## src/rtl/dcount_timer.sv

```systemverilog
module dcount_timer #(
  parameter int W = 16
) (
  input  logic         clk,
  input  logic         rst_n,
  input  logic         en,
  input  logic         src_ext,
  input  logic         ovf_irq_en,
  input  logic         tick_ext,
  input  logic         tick_bus,
  input  logic         wr_en,
  input  logic [1:0]   wr_sel,
  input  logic [W-1:0] wr_data,
  input  logic [1:0]   rd_sel,
  output logic [W-1:0] rd_data,
  output logic         irq_level,
  output logic         evt_pulse
);
  localparam logic [1:0] SEL_CNT = 2'd0;
  localparam logic [1:0] SEL_RLD = 2'd1;
  localparam logic [1:0] SEL_MA  = 2'd2;
  localparam logic [1:0] SEL_MB  = 2'd3;
  localparam logic [W-1:0] ZERO  = '0;

  logic [W-1:0] cnt, rld, ma, mb;
  logic         en_q;

  wire tick    = src_ext ? tick_ext : tick_bus;
  wire running = en && en_q && (rld != ZERO);
  wire rise    = en && !en_q;

  wire [W-1:0] eff_a = (ma < rld) ? ma : ZERO;
  wire [W-1:0] eff_b = (mb < rld) ? mb : ZERO;
  wire [W-1:0] hi    = (eff_a > eff_b) ? eff_a : eff_b;
  wire [W-1:0] lo    = (eff_a > eff_b) ? eff_b : eff_a;

  wire [W-1:0] nxt     = (cnt == ZERO) ? rld : cnt - 1'b1;
  wire         ev_hit  = (nxt != ZERO) && ((nxt == hi) || (nxt == lo));
  wire         ev_zero = (nxt == ZERO) && (ovf_irq_en || ma == ZERO || mb == ZERO);

  wire wr_cnt    = wr_en && (wr_sel == SEL_CNT) && en;
  wire start_rld = wr_en && (wr_sel == SEL_RLD) && en && (rld == ZERO) && (wr_data != ZERO);
  wire step      = running && tick && !wr_cnt;

  always_ff @(posedge clk) begin
    if (!rst_n) begin
      cnt       <= '0;
      rld       <= '0;
      ma        <= '0;
      mb        <= '0;
      en_q      <= 1'b0;
      irq_level <= 1'b0;
      evt_pulse <= 1'b0;
    end else begin
      en_q      <= en;
      evt_pulse <= 1'b0;
      if (wr_en) begin
        case (wr_sel)
          SEL_RLD: rld <= wr_data;
          SEL_MA:  ma  <= wr_data;
          SEL_MB:  mb  <= wr_data;
          default: ;
        endcase
      end
      if (rise)           cnt <= rld;
      else if (start_rld) cnt <= wr_data;
      else if (wr_cnt)    cnt <= wr_data;
      else if (step) begin
        cnt <= nxt;
        if (ev_hit || ev_zero) begin
          irq_level <= ~irq_level;
          evt_pulse <= 1'b1;
        end
      end
    end
  end

  always_comb begin
    case (rd_sel)
      SEL_CNT: rd_data = en ? cnt : rld;
      SEL_RLD: rd_data = rld;
      SEL_MA:  rd_data = ma;
      default: rd_data = mb;
    endcase
  end

  p_pulse_toggles_r5: assert property (@(posedge clk) disable iff (!rst_n)
    evt_pulse |-> (irq_level != $past(irq_level)));
  p_quiet_holds_r5: assert property (@(posedge clk) disable iff (!rst_n)
    !evt_pulse |-> (irq_level == $past(irq_level)));
  p_rise_loads_r10: assert property (@(posedge clk) disable iff (!rst_n)
    (en && !en_q) |=> (cnt == $past(rld)));
  p_off_frozen_r10: assert property (@(posedge clk) disable iff (!rst_n)
    !en |=> ($stable(cnt) && !evt_pulse));
  p_wrap_r1: assert property (@(posedge clk) disable iff (!rst_n)
    (running && tick && !wr_en && cnt == ZERO) |=> (cnt == $past(rld)));
  p_stall_r1: assert property (@(posedge clk) disable iff (!rst_n)
    (running && !tick && !wr_en) |=> $stable(cnt));
  p_zero_gate_r4: assert property (@(posedge clk) disable iff (!rst_n)
    (evt_pulse && cnt == ZERO) |-> $past(ovf_irq_en || ma == ZERO || mb == ZERO));
endmodule

```

## config.mk

```make
export PLATFORM = sky130hd
export DESIGN_NAME = dcount_timer
export DESIGN_NICKNAME = d
export VERILOG_FILES = /design/src/rtl/dcount_timer.sv
export SDC_FILE = /design/constraint.sdc
export NUM_CORES = 1
export LEC_CHECK = 0
export BUFFER_PORTS_ARGS = -buffer_cell sky130_fd_sc_hd__buf_4
export CAP_MARGIN = 20
export CORE_MARGIN = 10
export CORE_UTILIZATION = 40
export CTS_CLUSTER_DIAMETER = 50
export DETAILED_ROUTE_END_ITERATION = 8
export PLACE_DENSITY_LB_ADDON = 0.08
export SLEW_MARGIN = 10
export SYNTH_ARGS = -nofsm -noshare
export SYNTH_HDL_FRONTEND = slang
export SYNTH_SLANG_ARGS = --single-unit
```

## constraint.sdc

```tcl
create_clock -name clk -period 7.4 [get_ports clk]
set_clock_uncertainty 0.05 [all_clocks]
set_input_delay 1.11 -clock clk [delete_from_list [all_inputs] [get_ports clk]]
set_output_delay 1.11 -clock clk [all_outputs]
set_load 0.02 [all_outputs]
```

; ---- Word level (Yosys, flattened, before mapping)
; Cells that the tools add are included.
[word_totals]
regBits = 67
latch_bits = 0
ramBits = 0
romBits = 0
input_bits = 28
output_inout_bits = 18
n_memories = 0
[classes]
n_addsub = 1
n_mul = 0
div = 0
n_lt_le_gt_ge = 3
eq_ne = 7
n_shift = 0
n_mux = 13
bitwise = 6
reduce_logical = 35
[ops]
columns = cell, n
row1 = 2-to-1 mux 16 bit, 10
row2 = zero test 16 bit, 5
row3 = case mux 16 bit (3 select lines), 1
row4 = nonzero test 16 bit, 3
row5 = equality test 16 bit, 2
row6 = < comparator 16 bit, 2
row7 = greater-than comparator 16 bit, 1
row8 = "subtractor 16 x 1 -> 16 bit, second input constant", 1
row9 = logical AND 1 bit, 13
row10 = "equality test 2 bit, second input constant", 3
row11 = NOT 1 bit, 6
row12 = AND reduction 2 bit, 3
row13 = AND reduction 5 bit, 1
row14 = OR reduction 5 bit, 1
row15 = "equality test 2 x 1 -> 1 bit, second input constant", 2
row16 = zero test 2 bit, 2
row17 = logical OR 1 bit, 4
row18 = nonzero test 4 bit, 1
row19 = zero test 1 bit, 2
row20 = 2-to-1 mux 1 bit, 2

; ---- Logic depth before layout (Yosys ltp)
; Gate-level depths: netlist of run 1.
[depth]
ltp_word = 9
depth_mapped = 25

; ---- Least setup slack after synthesis of run 1
; OpenSTA, ideal clock, no wires.
[synth_timing]
path_type = register to register
from = reg rld[5]
to = reg irq_level
setup_time_ns = 0.131
t_arrival_ns = 5.042
required_time_ns = 7.219
setup_slack_ns = 2.177
path_stages_with_launch = 24
n_path_buf = 4
path_cell_list = dfxtp_1 > inv_1 > ha_1 > a21oi_1 > o21ai_0 > a311oi_2 > and3_1 > buf_2 > buf_1 > nand2_1 > ha_1 > nand4_1 > nor4_1 > nor3_1 > o31a_1 > nor2_1 > clkbuf_1 > buf_1 > o221ai_1 > o22ai_1 > nand4_1 > nor4b_2 > or3_1 > a21oi_2
[synth_via]
elab_chain_len = 9
word_cells_on_any_way = 25
cone_classes = 3 x order compare / 2 x eq/ne / 5 x mux / 1 x bitwise / 14 x reduce/logical
[synth_rtl]
columns = item, line
row1 = "start, declared", 25  ; logic [W-1:0] cnt, rld, ma, mb;
row2 = "start signal, assigned", 59  ; SEL_RLD: rld <= wr_data;
row3 = < comparator 16 bit (on tied branches), "32, 33"
row4 = 2-to-1 mux 16 bit (on tied branches), "32, 33"
row5 = greater-than comparator 16 bit, "34, 35"
row6 = 2-to-1 mux 16 bit (on tied branches), "34, 35"
row7 = equality test 16 bit, 38  ; wire ev_hit = (nxt != ZERO) && ((nxt == hi) || (nxt == lo));
row8 = logical OR 1 bit, 38
row9 = logical AND 1 bit, 38
row10 = logical OR 1 bit, 70  ; if (ev_hit || ev_zero) begin
row11 = AND reduction 5 bit (no source line) (*), -
row12 = "end signal, assigned", 71  ; irq_level <= ~irq_level;
row13 = "end, declared", 16  ; output logic irq_level,
; Every way passes the cells marked *; elsewhere a longest branch is shown, timed or not.
; A chain may end at the register's enable or synchronous reset.

; ---- Worst setup path in the final report of run 1
; Ends and elaborated chain as after synthesis.

==> metrics.md, run 1 <==
| Metric | Value |
|---|---|
| Critical Path Fanout Max | `22` |
| Netlist Area Pre-Place | `6510 µm²` |
| Max Cap Viol | `0` |
| Layout Nets | `1022` |
| Pre-CTS setup slack | `731 ps` |
| DP Cell Count | `1148` |
| Synth Register Bits | `67` |
| Hold_ws | `446 ps` |
| # IOs | `46` |
| Startpoint types | `register` |
| PortBufs | `45` |
| DR DRC count | `0` |
| Global-route wire length before repair | `45700 µm` |
| Lkg Pwr | `2.94 nW` |
| Crit Path Class | `reg -> reg` |
| Grt ovf | `0` |
| Via-per-instance ratio | `6.53` |
| Die H | `148 µm` |
| Die Wd | `148 µm` |
| Clock root buffer | `clkbuf_16` |
| Clock-pin slew on the worst setup and hold paths | `70 ps` |
| Final wirelength | `31000 µm` |
| Vias in the first global route | `7080` |
| Final slew viol count | `0` |
| Max-slew headroom | `20.8%` |
| Synth cell types | `77` |
| Filler cell count | `1665` |
| Highest Clock Rate | `146 MHz` |
| Number of vias in the routed layout | `7626` |
| CTS sink count | `67` |
| Resized Gates After CTS | `0` |
| Critical Path RT | `7540 ps` |
| Clock Power Share | `22.1%` |
| Top-area cell type share of the netlist area | `20.6%` |
| YS warnings | `0` |
| Worst-Margin Slew | `1180 ps` |
| Die area | `21800 µm²` |
| Min cycle time layout | `6840 ps` |
| Comb pwr share | `55.1%` |
| Power Total | `1.86 mW` |
| Tightest Hold Check Type | `reg -> reg` |
| P&R area growth vs syn | `13.6%` |
| Fin crit share | `92.5%` |
| Type of element capturing the critical path | `register` |
| Setup repair after global routing missed its margin | `false` |
| Flop pwr share | `22.8%` |
| Cell with the most instances after synthesis | `nand2_1` |
| GRT Total Usage | `27.4%` |
| R2R depth | `19` |
| DRT iter0 DRCs | `943` |
| Int Pwr | `940 µW` |
| Final setup TNS | `0 ps` |
| CTS Buf Count | `9` |
| Post-CTS Setup Bufs | `0` |
| CTS tree | `done` |
| Seq/Total Area, Yosys | `20.6%` |
| Final Setup Violations | `0` |
| Area occupied by registers | `1340 µm²` |
| R2R Path End | `irq_level$_SDFFE_PN0P_` |
| Final Hold Vio Count | `0` |
| Worst reg2reg path startpoint | `rld[5]$_SDFFE_PN0P_` |
| Area occupied by multi-input gates | `4770 µm²` |
| VDD IR max | `0.127 mV` |
| Mapped Nets | `995` |
| CORE AREA | `15900 µm²` |
| Routed len/inst | `26.6 µm` |
| Hold path cells | `2` |
| Initial Util | `40.8%` |
| Top cells by count, synth | `144 x nand2_1, 117 x a21oi_1, 68 x nor2_1, 67 x dfxtp_1, 48 x ha_1` |
| Placer Congestion | `1.04` |
| H-tree depth | `3` |
| Layout cells sized above 1 | `12.8%` |
| Synth area leader | `dfxtp_1` |
| Dpl hpwl | `23800 µm` |
| Post-route ant nets | `0` |
| Status | `complete, no violations` |
| Mapped Avg Cell Area | `7.09 µm²` |
| EDFF count, synth | `0` |
| Diodes inserted | `0` |
| Initial antenna violation count | `0` |
| Rows | `46` |
| Post-CTS Hold Buffers | `0` |
| Non-Filler Instances | `1167` |
| Largest net degree at the start of global routing | `67` |
| Switching Power | `916 µW` |
| Synth top area cells | `dfxtp_1 21%, ha_1 9.2%, a21oi_1 9.0%` |
| R2R Setup Slk | `560 ps` |
| Hold Path End | `rld[7]$_SDFFE_PN0P_` |
| Gate count after technology mapping | `919` |
| Setup ws final | `558 ps` |
| Top FF cell, synth | `dfxtp_1` |
| Pwr Density | `251 nW/µm²` |
| Worst-Skew Late Latency | `340 ps` |
| CTS max path bufs | `2` |
| Post-synth ARST share | `0%` |
| DRT Pass-1 Iters | `6` |
| Switching share of power | `49.3%` |
| Hold wc startpoint | `rld[7]$_SDFFE_PN0P_` |
| Worst Path Arrival | `6980 ps` |
layout by cell type, fill, tap and decap left out, drive strengths merged, types with 6 or more instances in the layout:
cell    Yosys  final
nand2     144    144
and4        6      6
or3         8      8
or4         6      6
o21ai      37     37
ha         48     48
inv        38     40
nor2b       6      6
nor2       68     68
nor4       22     22
nor3       20     20
nand4      26     26
mux2i      35     35
o211ai     10     10
xnor2      11     11
o22ai       7      7
dfxtp      67     67
buf        22     78
a21oi     121    121
a211oi     35     35
nand2b      7      7
and2       12     12
a21o        7      7
and3       11     11
nand3      26     26
clkbuf     41     10
final cells by class:
| cell class | instances | share of cell area (%) |
|---|---|---|
| repair buffers | 79 | 8.08 |
| flip-flops and latches | 67 | 18.1 |
| clock inverters | 7 | 0.693 |
| clock buffers | 9 | 3.04 |
| inverters | 38 | 1.93 |
| multi-input cells | 751 | 64.5 |
| well taps | 216 | 3.65 |
critical path: stages (launching register included):
cell	delay (ps)
dfxtp_1	410
inv_1	130
ha_1	330
a21oi_1	150
o21ai_0	170
a311oi_2	700
and3_1	780
nand2_1	230
ha_1	350
nand4_1	130
nor4_1	440
nor3_1	150
o31a_1	240
nor2_1	930
buf_4	330
o2111ai_1	210
or4_4	480
o32ai_4	240
or3_1	160
a21oi_2	50
routing by layer:
| metal | part of all wire (%) | vias up | routed length (µm) | GRT usage (%) |
|---|---|---|---|---|
| li1 | - | 3447 | - | - |
| met5 | 0 | - | 0 | 0 |
| met3 | 10 | 86 | 3250 | 5.98 |
| met4 | 3.8 | 0 | 1170 | 11.1 |
| met1 | 44 | 3596 | 13600 | 37.8 |
| met2 | 42 | 497 | 13000 | 40.3 |
flip-flops by register name (all words and copies together), names as in the netlist:
register and count:
ma 16, cnt 16, irq_level 1, en_q 1
evt_pulse 1, mb 16, rld 16
through the flow:
stage	util (%)	area, µm²
final	46.4	7400
after CTS	46.2	7370
after global routing	46.4	7400
after floorplan	-	6510
after detailed placement	44.5	7090
after global placement	44.5	7090
power groups by stage:
stage / sequential (mW) / combinational [mW] / clock [mW]
finish: 0.422 / 1.02 / 0.410
global route: 0.424 / 1.08 / 0.427
CTS: 0.420 / 0.983 / 0.417
detailed placement: 0.428 / 0.978 / 0
global placement: 0.428 / 0.980 / 0
floorplan: 0.405 / 0.669 / 0
worst max-delay path by stage:
stage	from	endpoint	slack [ps]	cells past startpoint
after floorplan	rld[5]$_SDFFE_PN0P_	irq_level$_SDFFE_PN0P_	2180	23
after global placement	rld[5]$_SDFFE_PN0P_	irq_level$_SDFFE_PN0P_	900	19
after detailed placement	rld[5]$_SDFFE_PN0P_	irq_level$_SDFFE_PN0P_	730	18
after CTS	rld[5]$_SDFFE_PN0P_	irq_level$_SDFFE_PN0P_	660	18
after global routing	rld[5]$_SDFFE_PN0P_	irq_level$_SDFFE_PN0P_	220	19
final	rld[5]$_SDFFE_PN0P_	irq_level$_SDFFE_PN0P_	560	19
kinds of logic (layout without fill, tap and decap cells):
family                     count (synthesis)  count (layout)  share of synthesized area [%]
AOI/OAI and AO/OA                        277             277                           27.9
DFF                                       67              67                           20.6
xor gates and xnor gates                  12              12                           1.61
buffers and inverters                    101             133                           6.19
adders and majority gates                 48              48                           9.22
muxes                                     36              36                           5.55
and+or+nand+nor                          378             378                           28.9
No activity file was read; power rests on OpenSTA's default activity.
==> run 2: changes to the inputs <==
--- a/config.mk
+++ b/config.mk
@@ -5,7 +5,7 @@
 export SDC_FILE = /design/constraint.sdc
 export NUM_CORES = 1
 export LEC_CHECK = 0
-export BUFFER_PORTS_ARGS = -buffer_cell sky130_fd_sc_hd__buf_4
+export BUFFER_PORTS_ARGS = -buffer_cell sky130_fd_sc_hd__buf_2
 export CAP_MARGIN = 20
 export CORE_MARGIN = 10
 export CORE_UTILIZATION = 40
==> run 2 against run 1 <==
  * Die area is the same
  * Routed wire length shrank 6.6%
  * Global-route usage shrank 1.9 points
  * First-iteration DRC count shrank 7.4%
  * Highest routed layer unchanged
  * Largest power group unchanged
  * Hold slack gained 17 ps
==> metrics.md, run 2 (same netlist as run 1, synthesis figures left out) <==
| Metric | Value |
|---|---|
| Status | `complete, no violations` |
| Final Setup Violations | `0` |
| Setup repair after global routing missed its margin | `false` |
| CP max-delay cell | `and3_1` |
| CP max stage delay | `780 ps` |
| Vias in the first global route | `6836` |
| Commonest non-fill, non-tap cell in the layout | `nand2_1` |
| Type of element capturing the critical path | `register` |
| PortBufs | `45` |
| Fin crit share | `87.0%` |
| Hold path cells | `2` |
| Worst Path Arrival | `6580 ps` |
| Via-per-instance ratio | `6.41` |
| Clock root buffer | `clkbuf_16` |
| Hold_ws | `463 ps` |
| Highest Clock Rate | `155 MHz` |
| CORE AREA | `15900 µm²` |
| Largest net degree at the start of global routing | `67` |
| Critical Path Fanout Max | `22` |
| Grt ovf | `0` |
| Non-Filler Instances | `1165` |
| Final Hold Vio Count | `0` |
| Initial Util | `40.8%` |
| Power Total | `1.88 mW` |
| Cell family with the largest share of critical-path delay | `simple AND/OR/NAND/NOR gates` |
| R2R Setup Slk | `960 ps` |
| Worst-Skew Late Latency | `340 ps` |
| CTS sink count | `67` |
| DR DRC count | `0` |
| Worst-Margin Slew | `999 ps` |
| Initial antenna violation count | `0` |
| Post-CTS Setup Bufs | `0` |
| DP Cell Count | `1146` |
| Routed len/inst | `24.8 µm` |
| Tightest Hold Check Type | `reg -> reg` |
| Dpl hpwl | `22200 µm` |
| CP Buf/Inv Count | `2` |
| CTS tree | `done` |
| Global-route wire length before repair | `43000 µm` |
| Placed inst area | `6970 µm²` |
| Fin area | `7320 µm²` |
| CTS max path bufs | `2` |
| Startpoint types | `register` |
| Die H | `148 µm` |
| Die Wd | `148 µm` |
| Post-CTS Hold Buffers | `0` |
| Resized Gates After CTS | `0` |
| R2R depth | `20` |
| Max Cap Viol | `0` |
| GRT Total Usage | `25.5%` |
| Pwr Density | `256 nW/µm²` |
| CTS Buf Count | `9` |
| Min cycle time layout | `6440 ps` |
| # IOs | `46` |
| Critical Path RT | `7540 ps` |
| Final wirelength | `28900 µm` |
| DRT iter0 DRCs | `873` |
| Lkg Pwr | `2.93 nW` |
| Layout Nets | `1020` |
| Most frequent cells in the layout | `144 x nand2_1, 117 x a21oi_1, 68 x nor2_1` |
| P&R area growth vs syn | `12.5%` |
| Max-slew headroom | `33.2%` |
| Cell depth of the worst setup path | `20` |
| Placer Congestion | `1.04` |
| VDD IR max | `0.129 mV` |
| Layout cells sized above 1 | `12.5%` |
| DRT Pass-1 Iters | `6` |
| Diodes inserted | `0` |
| CP cell instances | `inv_1, ha_1, a21oi_1, o21ai_0, a311oi_2, and3_1, nand2_1, ha_1, nand4_1, nor4_1, nor3_1, o31ai_1, buf_2, nand2_1, or4_1, o22ai_1, o211ai_1, o32ai_4, or3_1, a21oi_2` |
| Crit Path Class | `reg -> reg` |
| Rows | `46` |
| Number of vias in the routed layout | `7465` |
| Die area | `21800 µm²` |
| Post-route ant nets | `0` |
| Final slew viol count | `0` |
| H-tree depth | `3` |
| Final setup TNS | `0 ps` |
| Clock-pin slew on the worst setup and hold paths | `60 ps` |
==> run 2: layout make-up <==
| class | count | area, µm² |
|---|---|---|
| fill | 1651 | 8620 |
| multi-input combinational | 751 | 4770 |
| sequential | 67 | 1340 |
| timing repair buffer | 77 | 470 |
| tap | 216 | 270 |
| clock buffer | 11 | 243 |
| inverter | 38 | 143 |
| clock inverter | 5 | 85.1 |
==> run 2: metal layers <==
| layer | track usage (%) | routed length (µm) |
|---|---|---|
| met1 | 35.9 | 12700 |
| met2 | 36.1 | 11800 |
| met3 | 6.62 | 3440 |
| met4 | 9.46 | 1030 |
| met5 | 0 | 0 |
==> run 2: path summary, 6_finish.rpt <==
check / startpoint / end
worst max-delay path: rld[5]$_SDFFE_PN0P_ / irq_level$_SDFFE_PN0P_
worst min-delay path: rld[11]$_SDFFE_PN0P_ / rld[11]$_SDFFE_PN0P_
worst max register to register: rld[5]$_SDFFE_PN0P_ / irq_level$_SDFFE_PN0P_
worst min register to register: rld[11]$_SDFFE_PN0P_ / rld[11]$_SDFFE_PN0P_
==> run 2: where the power goes <==
part           switching (mW)  internal [mW]
clock                   0.169          0.306
sequential             0.0466          0.380
combinational           0.655          0.322
==> run 2: worst register-to-register path, cell delays in order (launching register included) <==
cell	delay (ps)
dfxtp_1	460
inv_1	140
ha_1	330
a21oi_1	150
o21ai_0	120
a311oi_2	620
and3_1	780
nand2_1	230
ha_1	350
nand4_1	120
nor4_1	460
nor3_1	140
o31ai_1	180
buf_2	290
nand2_1	390
or4_1	640
o22ai_1	160
o211ai_1	160
o32ai_4	320
or3_1	160
a21oi_2	50
==> run 2: metrics by stage <==
step	setup slack, ps	utilization, %
3_3_place_gp	908	43.7
4_1_cts	826	45.8
3_5_place_dp	847	43.7
6_report	961	45.9
5_1_grt	480	45.9
2_1_floorplan	2180	-
